--- src/rtl/seq_rst_pkg.sv ---
package seq_rst_pkg;

  // True on the edge that completes a timeout of lim cycles (lim 0 acts as 1).
  function automatic logic limit_hit(input int unsigned cnt, input int unsigned lim);
    return (cnt + 32'd1) >= lim;
  endfunction

  // Period for the second reset: fixed count or the programmed count.
  function automatic int unsigned pick_t2(input logic prog_sel, input int unsigned fix_cyc,
                                          input int unsigned prog_cyc);
    return prog_sel ? prog_cyc : fix_cyc;
  endfunction

  function automatic int unsigned max3(input int unsigned a, input int unsigned b,
                                       input int unsigned c);
    int unsigned m;
    m = (a > b) ? a : b;
    return (m > c) ? m : c;
  endfunction

endpackage

--- src/rtl/sync_bank.sv ---
module sync_bank #(
  parameter int unsigned N      = 3,
  parameter int unsigned STAGES = 2,
  parameter logic [N-1:0] RST_VAL = '0
) (
  input  logic         clk,
  input  logic         rst_n,
  input  logic [N-1:0] d,
  output logic [N-1:0] q
);

  logic [N-1:0] stage_q [STAGES];

  for (genvar i = 0; i < STAGES; i++) begin : g_stage
    if (i == 0) begin : g_first
      always_ff @(posedge clk or negedge rst_n) begin
        if (!rst_n) stage_q[i] <= RST_VAL;
        else        stage_q[i] <= d;
      end
    end else begin : g_next
      always_ff @(posedge clk or negedge rst_n) begin
        if (!rst_n) stage_q[i] <= RST_VAL;
        else        stage_q[i] <= stage_q[i-1];
      end
    end
  end

  assign q = stage_q[STAGES-1];

endmodule

--- src/rtl/mr_glitch_filter.sv ---
module mr_glitch_filter
  import seq_rst_pkg::*;
#(
  parameter int unsigned FILT_CYC = 4,
  localparam int unsigned FW = $clog2(FILT_CYC + 1)
) (
  input  logic clk,
  input  logic rst_n,
  input  logic mr_n_s,
  output logic mr_hold
);

  logic [FW-1:0] cnt_q;
  logic          hold_q;

  always_ff @(posedge clk or negedge rst_n) begin
    if (!rst_n) begin
      cnt_q  <= '0;
      hold_q <= 1'b0;
    end else if (mr_n_s) begin
      cnt_q  <= '0;
      hold_q <= 1'b0;
    end else if (!hold_q) begin
      if (limit_hit(32'(cnt_q), FILT_CYC)) hold_q <= 1'b1;
      else                                  cnt_q  <= cnt_q + 1'b1;
    end
  end

  assign mr_hold = hold_q;

endmodule

--- src/rtl/rst1_stage.sv ---
module rst1_stage
  import seq_rst_pkg::*;
#(
  parameter int unsigned T1_CYC      = 40,
  parameter int unsigned STAGGER_CYC = 2,
  parameter int unsigned W           = 8,
  localparam int unsigned SW = $clog2(STAGGER_CYC + 1)
) (
  input  logic clk,
  input  logic rst_n,
  input  logic m_bad,
  output logic rst1_n
);

  logic [W-1:0]  cnt_q;
  logic [SW-1:0] stg_q;
  logic          asrt_q;
  logic          stg_done;

  assign stg_done = (stg_q == SW'(STAGGER_CYC));

  always_ff @(posedge clk or negedge rst_n) begin
    if (!rst_n) begin
      cnt_q  <= '0;
      stg_q  <= '0;
      asrt_q <= 1'b1;
    end else if (m_bad) begin
      cnt_q <= '0;
      if (stg_done) asrt_q <= 1'b1;
      else          stg_q  <= stg_q + 1'b1;
    end else begin
      stg_q <= '0;
      if (asrt_q) begin
        if (limit_hit(32'(cnt_q), T1_CYC)) begin
          asrt_q <= 1'b0;
          cnt_q  <= '0;
        end else begin
          cnt_q <= cnt_q + 1'b1;
        end
      end
    end
  end

  assign rst1_n = ~asrt_q;

endmodule

--- src/rtl/rst2_stage.sv ---
module rst2_stage
  import seq_rst_pkg::*;
#(
  parameter int unsigned W = 8
) (
  input  logic         clk,
  input  logic         rst_n,
  input  logic         s_bad,
  input  logic         rst1_n,
  input  logic [W-1:0] lim,
  output logic         rst2_n
);

  logic [W-1:0] cnt_q;
  logic         asrt_q;

  always_ff @(posedge clk or negedge rst_n) begin
    if (!rst_n) begin
      cnt_q  <= '0;
      asrt_q <= 1'b1;
    end else if (s_bad) begin
      cnt_q  <= '0;
      asrt_q <= 1'b1;
    end else if (asrt_q && rst1_n) begin
      if (limit_hit(32'(cnt_q), 32'(lim))) begin
        asrt_q <= 1'b0;
        cnt_q  <= '0;
      end else begin
        cnt_q <= cnt_q + 1'b1;
      end
    end else begin
      cnt_q <= '0;
    end
  end

  assign rst2_n = ~asrt_q;

endmodule

--- src/rtl/seq_reset_ctrl.sv ---
module seq_reset_ctrl
  import seq_rst_pkg::*;
#(
  parameter int unsigned T1_CYC      = 40,
  parameter int unsigned T2_FIX_CYC  = 60,
  parameter int unsigned T2_PROG_W   = 8,
  parameter int unsigned STAGGER_CYC = 2,
  parameter int unsigned MR_FILT_CYC = 4,
  parameter int unsigned SYNC_STAGES = 2,
  localparam int unsigned CNT_MAX = max3(T1_CYC, T2_FIX_CYC, (32'd1 << T2_PROG_W) - 32'd1),
  localparam int unsigned CNT_W   = $clog2(CNT_MAX + 1)
) (
  input  logic                 clk,
  input  logic                 rst_n,
  input  logic                 mst_ok_i,
  input  logic                 sec_ok_i,
  input  logic                 mr_n_i,
  input  logic                 t2_prog_sel_i,
  input  logic [T2_PROG_W-1:0] t2_prog_cyc_i,
  output logic                 rst1_n_o,
  output logic                 rst2_n_o
);

  // Synchronized inputs: bit 2 manual reset, bit 1 secondary, bit 0 master.
  logic [2:0] in_s;
  logic       mr_hold;
  logic       m_bad;   // master lost or manual reset held
  logic       s_bad;   // anything that must hold the second reset
  logic [CNT_W-1:0] t2_lim;

  sync_bank #(
    .N       (3),
    .STAGES  (SYNC_STAGES),
    .RST_VAL (3'b100)
  ) u_sync (
    .clk   (clk),
    .rst_n (rst_n),
    .d     ({mr_n_i, sec_ok_i, mst_ok_i}),
    .q     (in_s)
  );

  mr_glitch_filter #(
    .FILT_CYC (MR_FILT_CYC)
  ) u_mrf (
    .clk     (clk),
    .rst_n   (rst_n),
    .mr_n_s  (in_s[2]),
    .mr_hold (mr_hold)
  );

  assign m_bad  = ~in_s[0] | mr_hold;
  assign s_bad  = m_bad | ~in_s[1];
  assign t2_lim = CNT_W'(pick_t2(t2_prog_sel_i, T2_FIX_CYC, 32'(t2_prog_cyc_i)));

  rst1_stage #(
    .T1_CYC      (T1_CYC),
    .STAGGER_CYC (STAGGER_CYC),
    .W           (CNT_W)
  ) u_r1 (
    .clk    (clk),
    .rst_n  (rst_n),
    .m_bad  (m_bad),
    .rst1_n (rst1_n_o)
  );

  rst2_stage #(
    .W (CNT_W)
  ) u_r2 (
    .clk    (clk),
    .rst_n  (rst_n),
    .s_bad  (s_bad),
    .rst1_n (rst1_n_o),
    .lim    (t2_lim),
    .rst2_n (rst2_n_o)
  );

endmodule

--- config.mk ---
export PLATFORM = sky130hd
export DESIGN_NAME = seq_reset_ctrl
export DESIGN_NICKNAME = d
export VERILOG_FILES = /design/src/rtl/seq_rst_pkg.sv /design/src/rtl/sync_bank.sv /design/src/rtl/mr_glitch_filter.sv /design/src/rtl/rst1_stage.sv /design/src/rtl/rst2_stage.sv /design/src/rtl/seq_reset_ctrl.sv
export SDC_FILE = /design/constraint.sdc
export NUM_CORES = 1
export LEC_CHECK = 0
export ABC_CLOCK_PERIOD_IN_PS = 3700
export BUFFER_PORTS_ARGS = -buffer_cell sky130_fd_sc_hd__buf_4
export CAP_MARGIN = 0
export CORE_MARGIN = 2
export CORE_UTILIZATION = 25
export CTS_CLUSTER_SIZE = 12
export DETAILED_ROUTE_END_ITERATION = 10
export PLACE_DENSITY = 0.46
export SLEW_MARGIN = 10
export SYNTH_ARGS = -nofsm -noshare
export SYNTH_HDL_FRONTEND = slang
export SYNTH_SLANG_ARGS = --single-unit
export TNS_END_PERCENT = 1
--- constraint.sdc ---
create_clock -name clk -period 3.7 [get_ports clk]
set_input_delay 0.74 -clock clk [delete_from_list [all_inputs] [get_ports clk]]
set_output_delay 0.74 -clock clk [all_outputs]
set_load 0.005 [all_outputs]
# Yosys cells after proc, flatten, opt, wreduce, memory -nomap -nowiden
# Index checks and enable logic that the tools add are counted.
[word_totals] register_bits=30 in_bits=14 out_inout_bits=2 wordCells=58
[op_classes] n_addsub=7 magnitude_cmp=3 n_eq_ne=5 mux=22 bitwise_logic=6 reduce_logical=6
[op_table] op="8-bit two-way mux" n=7
[op_table] op="32-bit by 3-bit greater-or-equal comparator with 1-bit output (second input constant)" n=1
[op_table] op="32-bit by 6-bit greater-or-equal comparator with 1-bit output (second input constant)" n=1
[op_table] op="32-bit by 8-bit greater-or-equal comparator with 1-bit output" n=1
[op_table] op="8-bit by 1-bit adder with 9-bit output (second input constant)" n=2
[op_table] op="8-bit by 1-bit adder with 8-bit output (second input constant)" n=2
[op_table] op="1-bit two-way mux" n=10
[op_table] op="3-bit two-way mux" n=3
[op_table] op="2-bit inequality test (second input constant)" n=3
[op_table] op="2-bit nonzero test" n=3
[op_table] op="3-bit by 1-bit adder with 4-bit output (second input constant)" n=1
[op_table] op="2-bit two-way mux" n=2
[op_table] op="1-bit inverter" n=4
[op_table] op="2-bit AND reduction" n=2
[op_table] op="3-bit by 1-bit adder with 3-bit output (second input constant)" n=1
[op_table] op="2-bit by 1-bit adder with 2-bit output (second input constant)" n=1
[op_table] op="2-bit equality test (second input constant)" n=1
[op_table] op="2-bit by 1-bit inequality test with 1-bit output (second input constant)" n=1
[op_table] op="1-bit bitwise OR" n=2
[op_table] op="1-bit logical AND" n=1

# Longest topological paths before layout
# Gate-level depths: netlist (run 1).
[depth] word_depth=5 depth_mapped=9 depth_no_buf=9

# Cells and area by module
# Synthesis (run 1) repeated with hierarchy kept, for this count alone.
[unflattened] hier_cells=176 area_unflattened_um2=1770.4
[modules_own_cells] module="rst2_stage" n_inst=1 cells_per_inst=68 area_each_um2=703.2 seq_area_each_um2=226.5
[modules_own_cells] module="rst1_stage" n_inst=1 cells_per_inst=65 area_each_um2=608.1 seq_area_each_um2=276.5
[modules_own_cells] module="mr_glitch_filter" n_inst=1 cells_per_inst=24 area_each_um2=220.2 seq_area_each_um2=100.1
[modules_own_cells] module="sync_bank" n_inst=1 cells_per_inst=9 area_each_um2=175.2 seq_area_each_um2=152.6
[modules_own_cells] module="seq_reset_ctrl" n_inst=1 cells_per_inst=10 area_each_um2=63.8 seq_area_each_um2=0.0

# Worst setup path after synthesis (run 1)
# Ideal clock, no wire load.
[synth_path] path_type="in2reg" start="input port t2_prog_sel_i" end="register u_r2.cnt_q[2]" setup_ns=0.074 t_arrival_ns=2.199 required_ns=3.626 slack_ns=1.427 path_stages=7 path_buffers=0 cell_sequence="nor2b_1 ha_1 a21o_1 a21o_1 a2111oi_4 o311ai_4 nor2b_1"
[synth_between] elab_chain_cells=5
[synth_rtl] element="start, declared" line_no="seq_reset_ctrl.sv:18" rtl="input logic t2_prog_sel_i,"
[synth_rtl] element="8-bit two-way mux" line_no="seq_rst_pkg.sv:11" rtl="return prog_sel ? prog_cyc : fix_cyc;"
[synth_rtl] element="32-bit by 8-bit greater-or-equal comparator with 1-bit output" line_no="seq_rst_pkg.sv:5" rtl="return (cnt + 32'd1) >= lim;"
[synth_rtl] element="8-bit two-way mux" line_no="rst2_stage.sv:25" rtl="if (limit_hit(32'(cnt_q), 32'(lim))) begin"
[synth_rtl] element="8-bit two-way mux" line_no="rst2_stage.sv:24" rtl="end else if (asrt_q && rst1_n) begin"
[synth_rtl] element="8-bit two-way mux" line_no="rst2_stage.sv:21" rtl="end else if (s_bad) begin"
[synth_rtl] element="end signal, assigned" line_no="rst2_stage.sv:29" rtl="cnt_q <= cnt_q + 1'b1;"
[synth_rtl] element="end, declared" line_no="rst2_stage.sv:14" rtl="logic [W-1:0] cnt_q;"
# No other way between the ends.
# A chain may end at the register's enable or synchronous reset.

# Worst setup path in the final report (run 1)
[layout_path] start="register u_r2.cnt_q[2]" end="register u_r2.cnt_q[4]"
[layout_between] elab_chain_cells=5 word_cells_on_any_way=6 cone_classes="2 x add/sub; 1 x order compare; 3 x mux"
[layout_rtl] element="8-bit by 1-bit adder with 9-bit output" line_no="seq_rst_pkg.sv:5"
[layout_rtl] element="32-bit by 8-bit greater-or-equal comparator with 1-bit output" line_no="seq_rst_pkg.sv:5"
[layout_rtl] element="8-bit two-way mux (*)" line_no="rst2_stage.sv:25"
[layout_rtl] element="8-bit two-way mux (*)" line_no="rst2_stage.sv:24"
[layout_rtl] element="8-bit two-way mux (*)" line_no="rst2_stage.sv:21"
# Every way passes the cells marked *; elsewhere a longest branch is shown, timed or not.

==> summary.md, run 1 <==
| Metric | Value |
|---|---|
| Final wirelength | `approximately 3.2 mm` |
| Fin crit share | `between 60% and 70%` |
| Largest area contributor in the netlist | `dfrtp_1` |
| Reg clk slew, reported paths | `approximately 70 ps` |
| Final hold vios | `0` |
| Num CTS Buffers | `5` |
| Synth top area share | `39.76%` |
| Initial DRC Count | `38` |
| R2R depth | `9` |
| Clk pwr share | `~36%` |
| Worst Setup End Kind | `register` |
| Quantity of gates resized following cts | `0` |
| GP Congestion | `0.6920` |
| CTS root buf | `clkbuf_8` |
| Via count | `approximately 1200` |
| Initial Utilization | `about a quarter` |
| Final setup viols | `0` |
| Clock sink count | `30` |
| Top-count cell post-synth | `dfrtp_1` |
| CP max FO | `8` |
| End point of the critical path | `u_r2.cnt_q[4]` |
| WP data arrival | `~2700 ps` |
| Largest net degree at the start of global routing | `31` |
| Vias in the first global route | `roughly 1200` |
| Placed inst area | `~1800 sq um` |
| Initial antenna violation count | `0` |
| Int Power | `~0.57 mW` |
| First-pass DRT Iterations | `4` |
| CP Class | `register to register` |
| Dominant synthesized flop cell | `dfrtp_1` |
| Layout cells sized above 1 | `17.58%` |
| Most instantiated cells after synthesis | `26 x dfrtp_1, 18 x nor2_1, 13 x nand2_1, 12 x ha_1, 10 x nor2b_1` |
| Input/output buffers | `15` |
| R2R Path Start | `u_r2.cnt_q[2]` |
| Post-Synthesis Mean Instance Area | `approximately 10 sq um` |
| CP max stage cell | `dfrtp_1` |
| Pwr Total | `roughly 0.81 mW` |
| Delay of the slowest critical-path stage | `430 ps` |
| Ant diodes | `0` |
| Worst reg2reg endpoint | `u_r2.cnt_q[4]` |
| Gr ovfl total | `0` |
| Synth unique cells | `40` |
| CP most frequent cell | `a21o_1` |
| Part of the power in combinational logic | `between 10% and 20%` |
| Number of synthesized flops with an enable pin | `0` |
| Die footprint | `7210 sq um` |
| R2r setup slk | `between 1000 and 1500 ps` |
| DR DRC count | `0` |
| Die height | `around 85 um` |
| Width of the die | `84.91 um` |
| Skew-Pair Late Insertion Delay | `between 200 and 300 ps` |
| GRT Util Overall | `between 10% and 20%` |
| Slew HR | `around two thirds` |
| Peak VDD IR | `165.3 uV` |
| Worst Hold Launch | `u_sync.stage_q[5]` |
| Post-Syn Nets | `between 150 and 200` |
| Fmax | `around 0.40 GHz` |
| Sequential Power Share | `approximately half` |
| DPL Wire Length | `about 2.3 mm` |
| Io pins | `16` |
| CP required | `~4000 ps` |
| Routed length per instance | `around 12 um` |
| # fillers | `664` |
| Fin Hold WS | `around 360 ps` |
| Pins Over Slew Limit | `0` |
| # nets final | `slightly above 200` |
| Rows | `29` |
| Clock H-tree levels | `2` |
| Hold WC Path Type | `register to register` |
| Postcts setup bufs | `0` |
| Yosys reg bits | `30` |
| Bufs on Longest Clock Path | `2` |
| Sw Share | `about 29%` |
| Layout area overhead | `17.74%` |
| Sequential fraction of the synthesis area | `a little under half` |
| Cell Area, Synth | `1637 sq um` |
| Synth async-reset ratio | `100.0%` |
| Max_cap viols | `0` |
| First-pass GRT wire length | `~5.6 mm` |
| Mapped Cells | `between 150 and 200` |
| NetSw | `roughly 0.24 mW` |
| Crit-path cells | `nand3_1, nor2_1, xor2_1, ha_1, a21o_1, a21o_1, a2111oi_4, o311ai_4, nor2b_1` |
| Worst-margin pin slew | `486.2 ps` |
| Critical path origin | `u_r2.cnt_q[2]` |
| Yosys synthesis warning count | `0` |
| RSZ-0062 raised after global routing | `false` |
| Leakage | `between 0.8 and 0.9 nW` |
| Hold_buf cts | `0` |
| Power Density | `418.1 nW/um^2` |
| Largest cells by area after synthesis | `dfrtp_1 40%, ha_1 9.2%, dfstp_2 6.4%` |
| Final TNS setup | `0 ps` |
| Routed vias/inst | `between 4 and 5` |
| Core area | `about 6300 sq um` |
| Outcome | `finished, final reports clean` |
| Fin area | `~1900 sq um` |
| Clk_skew | `between 6 and 7 ps` |
| Util after Layout | `a little under a third` |
| Post-DRT Antenna Nets | `0` |
| CTS tree | `built` |
| CP Launch Type | `register` |
| Post-layout minimum cycle time | `~2500 ps` |
cell families after synthesis:
kind of cell,share of synthesized area [%]
flops,46.18
simple gates,22.71
buf+inv,1.987
xor+xnor,4.281
fa+ha+maj,9.174
compound gates,15.67
power by group through the flow:
stage | sequential (mW) | combinational, mW | clock [mW]
after global routing | 0.398 | 0.152 | 0.314
after detailed placement | 0.397 | 0.131 | 0
after floorplan | 0.389 | 0.0984 | 0
after global placement | 0.398 | 0.130 | 0
after CTS | 0.392 | 0.131 | 0.296
final | 0.392 | 0.128 | 0.286
area by class of cell:
class	count	area, sq um	share of cell area (%)
Multi-Input combinational cell	124	848.3	44.03
Sequential cell	30	755.7	39.22
Timing Repair Buffer	15	112.6	5.844
Tap cell	77	96.34	5.000
Clock buffer	6	82.58	4.286
Inverter	5	18.77	0.9740
Clock inverter	2	12.51	0.6493
critical path, delay by kind of cell, from the launching register on:
kind / cells / cell delay [ps]
xor+xnor: 1 / 190
simple gates: 3 / 500
compound gates: 4 / 1000
flops: 1 / 430
fa+ha+maj: 1 / 270
per-layer routing:
layer / global-route usage (%) / vias to the layer above / routed length [um]
met4: 4.329 / 0 / 51
met5: 0 / - / 0
li1: - / 618 / -
met1: 12.79 / 562 / 1541
met3: 4.377 / 4 / 118
met2: 15.32 / 12 / 1475
sequential cells by signal (all words and copies together), names as in the netlist:
signal	count
u_r2.asrt_q	1
u_mrf.mr_hold	1
u_mrf.cnt_q	3
u_sync.stage_q	3
u_sync.q	3
u_r1.stg_q	2
u_r1.cnt_q	8
u_r1.asrt_q	1
u_r2.cnt_q	8
per-stage QoR:
step | setup slack, ps | std cells
floorplan | 1427 | 162
global placement | 1200 | 251
detailed placement | 1156 | 251
CTS | 1183 | 259
global route | 940.7 | 259
finish | 1218 | 259
layout by cell type, fill, tap and decap left out, types with 4 or more instances in the layout:
cell type,synthesis,routed
a21oi_1,6,6
nand3_1,8,8
a21o_1,4,4
o21ai_0,5,5
nor2_1,18,18
clkbuf_8,0,6
xnor2_1,4,4
xor2_1,4,4
buf_4,0,15
dfrtp_1,26,26
nor2b_1,10,10
inv_1,5,5
ha_1,12,12
dfstp_2,4,4
nand2_1,13,13
and3_1,6,6
worst min path at each step:
stage / to / slack (ps) / cells after the start
final: u_sync.q[2] / 360 / 0
after CTS: u_sync.q[2] / 360 / 0
after floorplan: u_sync.q[0] / 330 / 0
after detailed placement: u_sync.q[0] / 340 / 0
after global routing: u_sync.q[2] / 360 / 0
after global placement: u_sync.q[0] / 340 / 0
Note: power is estimated with default switching activity, not from simulation.
==> run 2: changes to the inputs <==
--- a/config.mk
+++ b/config.mk
@@ -5,7 +5,7 @@
 export SDC_FILE = /design/constraint.sdc
 export NUM_CORES = 1
 export LEC_CHECK = 0
-export ABC_CLOCK_PERIOD_IN_PS = 3700
+export ABC_CLOCK_PERIOD_IN_PS = 2600
 export BUFFER_PORTS_ARGS = -buffer_cell sky130_fd_sc_hd__buf_4
 export CAP_MARGIN = 0
 export CORE_MARGIN = 2
==> constraint.sdc (replaced) <==
create_clock -name clk -period 2.6 [get_ports clk]
set_input_delay 0.52 -clock clk [delete_from_list [all_inputs] [get_ports clk]]
set_output_delay 0.52 -clock clk [all_outputs]
set_load 0.005 [all_outputs]
==> summary.md, run 2 (synthesis results as in run 1) <==
| Metric | Value |
|---|---|
| Bufs on Longest Clock Path | `2 (unchanged)` |
| Routed length per instance | `12.20 um (-0.85%)` |
| Leakage | `0.8987 nW (+0.23%)` |
| CTS root buf | `clkbuf_8` |
| Slew HR | `70.13% (+2.7 points)` |
| Rows | `29 (unchanged)` |
| Hold WC Path Type | `primary input to async pin` |
| GP Congestion | `0.6790 (-1.9%)` |
| Pins Over Slew Limit | `0 (unchanged)` |
| CP Class | `register to register` |
| Biggest regs | `u_r1.cnt_q (8), u_r2.cnt_q (8)` |
| Final hold vios | `0 (unchanged)` |
| Initial DRC Count | `37 (-2.6%)` |
| Die height | `84.91 um (unchanged)` |
| NetSw | `0.3304 mW (+40%)` |
| Most common cell after layout, fill and taps aside | `dfrtp_1` |
| # fillers | `673 (+1.4%)` |
| Final wirelength | `3.172 mm (-0.47%)` |
| Outcome | `finished, final reports clean` |
| Int Power | `0.7874 mW (+38%)` |
| Routed vias/inst | `4.604 (-0.30%)` |
| RSZ-0062 raised after global routing | `false` |
| Width of the die | `84.91 um (unchanged)` |
| DP Worst Slack | `195.0 ps (-961.0 ps)` |
| Critical path origin | `u_r2.cnt_q[2]` |
| CP max FO | `8 (unchanged)` |
| Part of the power in combinational logic | `16.6% (+0.7 points)` |
| Placed cells | `252 (+0.40%)` |
| Initial antenna violation count | `0 (unchanged)` |
| Fin Hold WS | `149.1 ps (-207.3 ps)` |
| FF+latch area | `755.7 sq um (unchanged)` |
| Core area | `6350 sq um (unchanged)` |
| Input/output buffers | `15 (unchanged)` |
| Worst Setup End Kind | `register` |
| First-pass GRT wire length | `5.547 mm (-1.5%)` |
| Peak VDD IR | `337.4 uV (+100%)` |
| CP Launch Type | `register` |
| Multi-input gate area | `848.3 sq um (unchanged)` |
| Layout cells sized above 1 | `18.03% (+0.45 points)` |
| Clock sink count | `30 (unchanged)` |
| Fin crit share | `90.76% (+24 points)` |
| Clock H-tree levels | `2 (unchanged)` |
| Final setup viols | `0 (unchanged)` |
| Power Density | `579.4 nW/um^2 (+39%)` |
| Io pins | `16 (unchanged)` |
| Skew-Pair Late Insertion Delay | `280 ps (about the same)` |
| CP required | `2810 ps (-1110 ps)` |
| Final TNS setup | `0 ps (unchanged)` |
| Reg clk slew, reported paths | `70 ps (about the same)` |
| R2R Path Start | `u_r2.cnt_q[2]` |
| Via count | `1197 (+0.084%)` |
| Vias in the first global route | `1218 (+4.4%)` |
| WP data arrival | `2570 ps (-140 ps)` |
| Fmax | `0.4238 GHz (+5.2%)` |
| # nets final | `208 (+0.48%)` |
| Max_cap viols | `0 (unchanged)` |
| Post-layout minimum cycle time | `2360 ps (-122.0 ps)` |
| Gr ovfl total | `0 (unchanged)` |
| Layout area overhead | `17.89%` |
| Sequential Power Share | `50.0% (+1.3 points)` |
| Finished Layout Cells | `260 (+0.39%)` |
| Initial Utilization | `25.77% (unchanged)` |
| Clk pwr share | `33.4% (-2.1 points)` |
| Ant diodes | `0 (unchanged)` |
| DPL Wire Length | `2.307 mm (+0.85%)` |
| Util after Layout | `30.38% (+0.039 points)` |
| Post-route setup slack | `240.3 ps (-978.0 ps)` |
| Most frequent cells in the layout | `26 x dfrtp_1, 18 x nor2_1, 16 x buf_4` |
| Clk_skew | `7.911 ps (+1.733 ps)` |
| Post-DRT Antenna Nets | `0 (unchanged)` |
| Num CTS Buffers | `5 (unchanged)` |
| Quantity of gates resized following cts | `0 (unchanged)` |
| First-pass DRT Iterations | `4 (unchanged)` |
| Largest net degree at the start of global routing | `31 (unchanged)` |
| Worst-margin pin slew | `447.0 ps (-39.20 ps)` |
| Die footprint | `7210 sq um (unchanged)` |
| DR DRC count | `0 (unchanged)` |
| Sw Share | `29.55% (+0.31 points)` |
| Hold_buf cts | `0 (unchanged)` |
| CTS tree | `built` |
| GRT Util Overall | `9.721% (-0.46 points)` |
[run 2: power by group through the flow]
stage | sequential [mW] | combinational [mW] | clock [mW]
CTS | 0.558 | 0.190 | 0.397
finish | 0.559 | 0.185 | 0.374
global route | 0.566 | 0.214 | 0.412
detailed placement | 0.566 | 0.191 | 0
floorplan | 0.553 | 0.140 | 0
global placement | 0.566 | 0.185 | 0
[run 2: worst paths after layout]
path	endpoint	slack, ps	depth (start not counted)
worst max-delay path	u_r2.cnt_q[7]	240	9
worst min-delay path	u_r2.cnt_q[4]	150	1
worst max register to register	u_r2.cnt_q[7]	240	9
worst min register to register	u_sync.q[0]	350	0
max in group asynchronous	u_r1.asrt_q	2110	1
min in group clk	u_sync.stage_q[5]	340	1
[run 2: what timing repair did]
item	CTS	global route
endpoints found under the setup margin	0	6
buffers inserted	0	0
hold endpoints to repair	0	0
[run 2: layer usage]
layer  vias to the layer above  wire, um  GRT usage [%]
met5                         -         0              0
met4                         0        49          3.896
met3                         5       129          3.113
met2                        15      1440          15.75
met1                       560      1553          12.02
li1                        617         -              -
[run 2: stage by stage]
stage	instance area (sq um)	power, mW
after floorplan	1637	0.6934
after global placement	1839	0.7515
after detailed placement	1839	0.7564
after CTS	1929	1.145
after global routing	1929	1.192
final	1929	1.118
[run 2: area by class of cell]
cell class / instances / area share (%)
clock buffer: 5 / 3.567
timing repair buffer: 16 / 6.226
sequential: 30 / 39.17
clock inverter: 3 / 1.102
multi-input combinational: 124 / 43.97
tap: 77 / 4.994
inverter: 5 / 0.9728
[run 2: worst max-delay path: stages, from the launching register on]
cell and delay, ps:
dfrtp_1 410, nand3_1 150, nor2_1 150, xor2_1 210, ha_1 270, a21o_1 160
a21o_1 200, a2111oi_4 360, o311ai_4 230, nor2b_2 150
